--- config.mk ---
export PLATFORM = sky130hd
export DESIGN_NAME = async_sram_ctrl
export DESIGN_NICKNAME = d
export VERILOG_FILES = /design/src/rtl/async_sram_ctrl.sv
export SDC_FILE = /design/constraint.sdc
export NUM_CORES = 1
export LEC_CHECK = 0
export ABC_CLOCK_PERIOD_IN_PS = 3400
export BUFFER_PORTS_ARGS = -buffer_cell sky130_fd_sc_hd__buf_2
export CAP_MARGIN = 5
export CORE_ASPECT_RATIO = 0.5
export CORE_MARGIN = 1
export CORE_UTILIZATION = 50
export DETAILED_ROUTE_END_ITERATION = 10
export PLACE_DENSITY = 0.81
export SYNTH_ARGS = -nofsm -noshare
export SYNTH_HDL_FRONTEND = slang
export SYNTH_SLANG_ARGS = --single-unit
--- constraint.sdc ---
create_clock -name clk -period 3.4 [get_ports clk]
set_clock_uncertainty 0.1 [all_clocks]
set_input_delay 0.17 -clock clk [delete_from_list [all_inputs] [get_ports clk]]
set_output_delay 0.17 -clock clk [all_outputs]
set_load 0.005 [all_outputs]
--- src/rtl/async_sram_ctrl.sv ---
module async_sram_ctrl #(
  parameter int ADDR_W        = 19,
  parameter int DATA_W        = 8,
  parameter int CLK_PERIOD_NS = 5,
  parameter int T_RC_NS       = 55,
  parameter int T_AA_NS       = 55,
  parameter int T_CO_NS       = 55,
  parameter int T_OE_NS       = 30,
  parameter int T_WC_NS       = 55,
  parameter int T_WP_NS       = 40,
  parameter int T_DW_NS       = 25,
  parameter int T_RELEASE_NS  = 20
) (
  input  logic              clk,
  input  logic              rst_n,
  input  logic              req_valid,
  output logic              req_ready,
  input  logic              req_write,
  input  logic [ADDR_W-1:0] req_addr,
  input  logic [DATA_W-1:0] req_wdata,
  output logic              rsp_valid,
  output logic [DATA_W-1:0] rsp_rdata,
  output logic [ADDR_W-1:0] sram_addr,
  output logic              sram_cs_n,
  output logic              sram_oe_n,
  output logic              sram_we_n,
  output logic [DATA_W-1:0] sram_dq_out,
  output logic              sram_dq_oe,
  input  logic [DATA_W-1:0] sram_dq_in
);

  localparam int RD_NS0   = (T_AA_NS > T_CO_NS) ? T_AA_NS : T_CO_NS;
  localparam int RD_NS1   = (RD_NS0 > T_OE_NS) ? RD_NS0 : T_OE_NS;
  localparam int RD_NS    = (RD_NS1 > T_RC_NS) ? RD_NS1 : T_RC_NS;
  localparam int WP_NS    = (T_WP_NS > T_DW_NS) ? T_WP_NS : T_DW_NS;
  localparam int RD_RAW   = (RD_NS + CLK_PERIOD_NS - 1) / CLK_PERIOD_NS;
  localparam int WP_RAW   = (WP_NS + CLK_PERIOD_NS - 1) / CLK_PERIOD_NS;
  localparam int TA_RAW   = (T_RELEASE_NS + CLK_PERIOD_NS - 1) / CLK_PERIOD_NS;
  localparam int WC_CYC   = (T_WC_NS + CLK_PERIOD_NS - 1) / CLK_PERIOD_NS;
  localparam int RD_CYC   = (RD_RAW < 1) ? 1 : RD_RAW;
  localparam int WP_CYC   = (WP_RAW < 1) ? 1 : WP_RAW;
  localparam int TA_CYC   = (TA_RAW < 1) ? 1 : TA_RAW;
  localparam int WREC_CYC = (WC_CYC > WP_CYC + 3) ? WC_CYC - WP_CYC - 2 : 1;
  localparam int MAX0     = (RD_CYC > WP_CYC) ? RD_CYC : WP_CYC;
  localparam int MAX1     = (MAX0 > TA_CYC) ? MAX0 : TA_CYC;
  localparam int MAXC     = (MAX1 > WREC_CYC) ? MAX1 : WREC_CYC;
  localparam int CNT_W    = $clog2(MAXC + 1);

  typedef enum logic [2:0] {
    S_IDLE, S_READ, S_TURN, S_WSET, S_WPULSE, S_WHOLD, S_WREC
  } state_t;

  state_t           state;
  logic [CNT_W-1:0] cnt;
  logic             cnt_done;

  assign req_ready = (state == S_IDLE);
  assign cnt_done  = (cnt == '0);

  always_ff @(posedge clk or negedge rst_n) begin
    if (!rst_n) begin
      state       <= S_IDLE;
      cnt         <= '0;
      sram_addr   <= '0;
      sram_cs_n   <= 1'b1;
      sram_oe_n   <= 1'b1;
      sram_we_n   <= 1'b1;
      sram_dq_out <= '0;
      sram_dq_oe  <= 1'b0;
      rsp_valid   <= 1'b0;
      rsp_rdata   <= '0;
    end else begin
      rsp_valid <= 1'b0;
      case (state)
        S_IDLE: if (req_valid) begin
          sram_addr <= req_addr;
          sram_cs_n <= 1'b0;
          if (req_write) begin
            sram_dq_out <= req_wdata;
            sram_dq_oe  <= 1'b1;
            state       <= S_WSET;
          end else begin
            sram_oe_n <= 1'b0;
            cnt       <= CNT_W'(RD_CYC - 1);
            state     <= S_READ;
          end
        end
        S_READ: if (cnt_done) begin
          rsp_rdata <= sram_dq_in;
          rsp_valid <= 1'b1;
          sram_cs_n <= 1'b1;
          sram_oe_n <= 1'b1;
          cnt       <= CNT_W'(TA_CYC - 1);
          state     <= S_TURN;
        end else cnt <= cnt - 1'b1;
        S_TURN: if (cnt_done) state <= S_IDLE;
                else cnt <= cnt - 1'b1;
        S_WSET: begin
          sram_we_n <= 1'b0;
          cnt       <= CNT_W'(WP_CYC - 1);
          state     <= S_WPULSE;
        end
        S_WPULSE: if (cnt_done) begin
          sram_we_n <= 1'b1;
          state     <= S_WHOLD;
        end else cnt <= cnt - 1'b1;
        S_WHOLD: begin
          sram_dq_oe <= 1'b0;
          sram_cs_n  <= 1'b1;
          cnt        <= CNT_W'(WREC_CYC - 1);
          state      <= S_WREC;
        end
        S_WREC: if (cnt_done) state <= S_IDLE;
                else cnt <= cnt - 1'b1;
        default: state <= S_IDLE;
      endcase
    end
  end

endmodule

==> results.txt <==
Die Ht - 47.8 um
largest cells by area after synthesis - dfrtp_1 (53%), mux2_2 (19%), dfstp_2 (3.8%)
drt first pass iters - 4
global placement routability congestion - 0.814
Final setup viols - 0
Placed Area - 2520 um^2
Overall Power - 2.53 mW
outcome - finished with violations
setup_tns - 0 ns
worst slack, placed - 1.25 ns
Non-Filler Instances - 332
n_diodes - 0
# DRC - 0
Crit. End Element - flip-flop
syn avg cell area - 12.9 um^2
Post-synth EDFFs - 0
CP arrival - 2.33 ns
hold_ws - -0.00289 ns
total number of vias - 1745
first-pass GRT wire length - 8490 um
CTS clk-pin slew, worst paths - 0.09 ns
Clk network pwr share - 17.1%
H-tree depth - 2
global-route congestion overflow total - 0
post-detailed-route wirelength per cell - 16.3 um
most used flip-flop cell after synthesis - dfrtp_1
Int Power - 1.63 mW
final worst setup slack - 1.17 ns
row count - 16
initial antenna violation count - 0
clock insertion delay at the later pin of the skew report - 0.31 ns
Comb power frac - 40.1%
Final period util - 65.6%
sequential power share - 42.8%
CP max FO - 18
vias in the first global route - 1757
post-synth net total - 204
Die X - 93.6 um
Critical Path Slowest Stage Cell - nor4b_4
Mapped Area - 2100 um^2
DR iter-0 viols - 83
max_cap viols - 0
Post-DP HPWL - 3020 um
CP required - 3.50 ns
share of cells above drive strength 1 - 47.8%
P_sw - 900 uW
HP Class - primary input to flip-flop
commonest non-fill, non-tap cell in the layout - buf_2
Static Leakage - 1.41 nW
clock sink count - 47
RSZ-0062 raised after global routing - no
final core utilization - 75.3%
fin area - 2990 um^2
Area growth, synth to finish - 42.4%
final worst path period need - 2.23 ns
failing checks - hold timing
Ports - 80
total setup buffers inserted after CTS - 0
worst vdd ir - 0.545 mV
Total GRT Usage - 26.6%
Final nets - 318
max incr delay on CP - 0.67 ns
dpl cells - 289
CTS Buf Count - 5
crit path launch type - flip-flop
largest net degree at the start of global routing - 48
flops & latches, synth - 47
post-synthesis sequential area ratio - 56.3%
switching fraction of total power - 35.6%
cells after synthesis - 163
most frequent cells in the layout - buf_2 (79), dfrtp_1 (44), mux2_2 (35), dlygate4sd3_1 (35), o21ai_0 (12)
post-DR vias/cell - 5.26
Layout fillers - 243
Yosys top cell area share - 52.5%
FMAX - 448 MHz
Initial Utilization - 52.9%
final hold viol count - 1
die area - 4470 um^2
synth warn - 0
asr flop ratio synth - 100%
Slew headroom - 32.4%
synth unique cells - 39
core area - 3960 um^2
pwr/cell area - 847 nW/um^2
crit-path cells - nor4b_4 > buf_4 > mux2_2
measured slew at the worst slew-check pin - 1.01 ns
IO buf count - 79
Final ANT Viol Nets - 0
Longest Clk Path Bufs - 2
Post-Route WL - 5430 um
Root Driver - clkbuf_8
Slew Limit Fails - 0
Yosys top cell by area - dfrtp_1
TritonCTS clock tree - done
critical path type - flip-flop to flip-flop
-- area by class of cell --
type | count | area [um^2] | share of cell area, %
clock buffer | 5 | 68.8 | 2.31
timing repair buffer | 115 | 753 | 25.2
sequential | 47 | 1180 | 39.5
clock inverter | 3 | 47.5 | 1.59
inverter | 8 | 30.0 | 1.01
tap | 54 | 67.6 | 2.26
multi-input combinational | 100 | 838 | 28.1
-- sequential cells by signal, indices dropped and copies added, names as in the netlist, 3 cells and up --
signal,cells
rsp_rdata,8
state,3
cnt,4
sram_addr,19
sram_dq_out,8
-- cells in the mapped netlist, drive strengths merged (2+ instances only) --
master and n:
a2111oi 2, a21oi 5, a31oi 2, buf 5
clkbuf 3, dfrtp 44, dfstp 3, ha 2
inv 8, mux2 35, nand2 7, nand3 3
nor2 6, nor2b 3, nor3 4, nor3b 2
nor4b 2, o21ai 12, or2 2
-- layer usage --
metal,vias to the layer above,GRT usage [%],routed length [um]
met3,16,6.83,225
met2,57,50.9,2970
met1,862,29.2,2110
met5,-,0,0
met4,0,13.8,123
li1,810,-,-
-- worst max-delay path: cells and delay by family (launching register included) --
kind,cells,cell delay [ns]
AND/OR/NAND/NOR,1,0.67
buffers and inverters,1,0.33
multiplexers,1,0.37
flip-flops,1,0.63
-- power groups by stage --
stage	Sequential, mW	Combinational [mW]	Clock, mW
2_1_floorplan	1.02	0.640	0
5_1_grt	1.12	1.11	0.462
4_1_cts	1.06	0.983	0.436
6_report	1.08	1.01	0.432
3_5_place_dp	1.07	0.950	0
3_3_place_gp	1.06	0.912	0
-- final timing paths --
check | from | endpoint | slack (ns) | cells past startpoint
max | state[0]$_DFFE_PN0P_ | sram_addr[11]$_DFFE_PN0N_ | 1.17 | 3
min | sram_dq_in[0] | rsp_rdata[0]$_DFFE_PN0P_ | -0.003 | 2
max reg2reg | state[0]$_DFFE_PN0P_ | sram_addr[11]$_DFFE_PN0N_ | 1.17 | 3
min reg2reg | sram_cs_n$_DFFE_PN1P_ | sram_cs_n$_DFFE_PN1P_ | 0.39 | 2
max in group asynchronous | rst_n | sram_addr[12]$_DFFE_PN0N_ | 2.11 | 2
min in group asynchronous | rst_n | rsp_valid$_DFF_PN0_ | 0.47 | 2
-- cell families after synthesis --
logic type | share of synthesized area, %
flip-flops | 56.3
buffers and inverters | 3.70
AND/OR/NAND/NOR | 9.85
AO/OA/AOI/OAI | 9.67
adder cells (fa/ha/maj) | 1.19
multiplexers | 19.3
-- timing repair --
| item | CTS | global route |
|---|---|---|
| hold buffers | 35 | 0 |
| endpoints found under the hold margin | 78 | 0 |
| resized for setup | 0 | 0 |
Note: power is estimated with default switching activity, not from simulation.
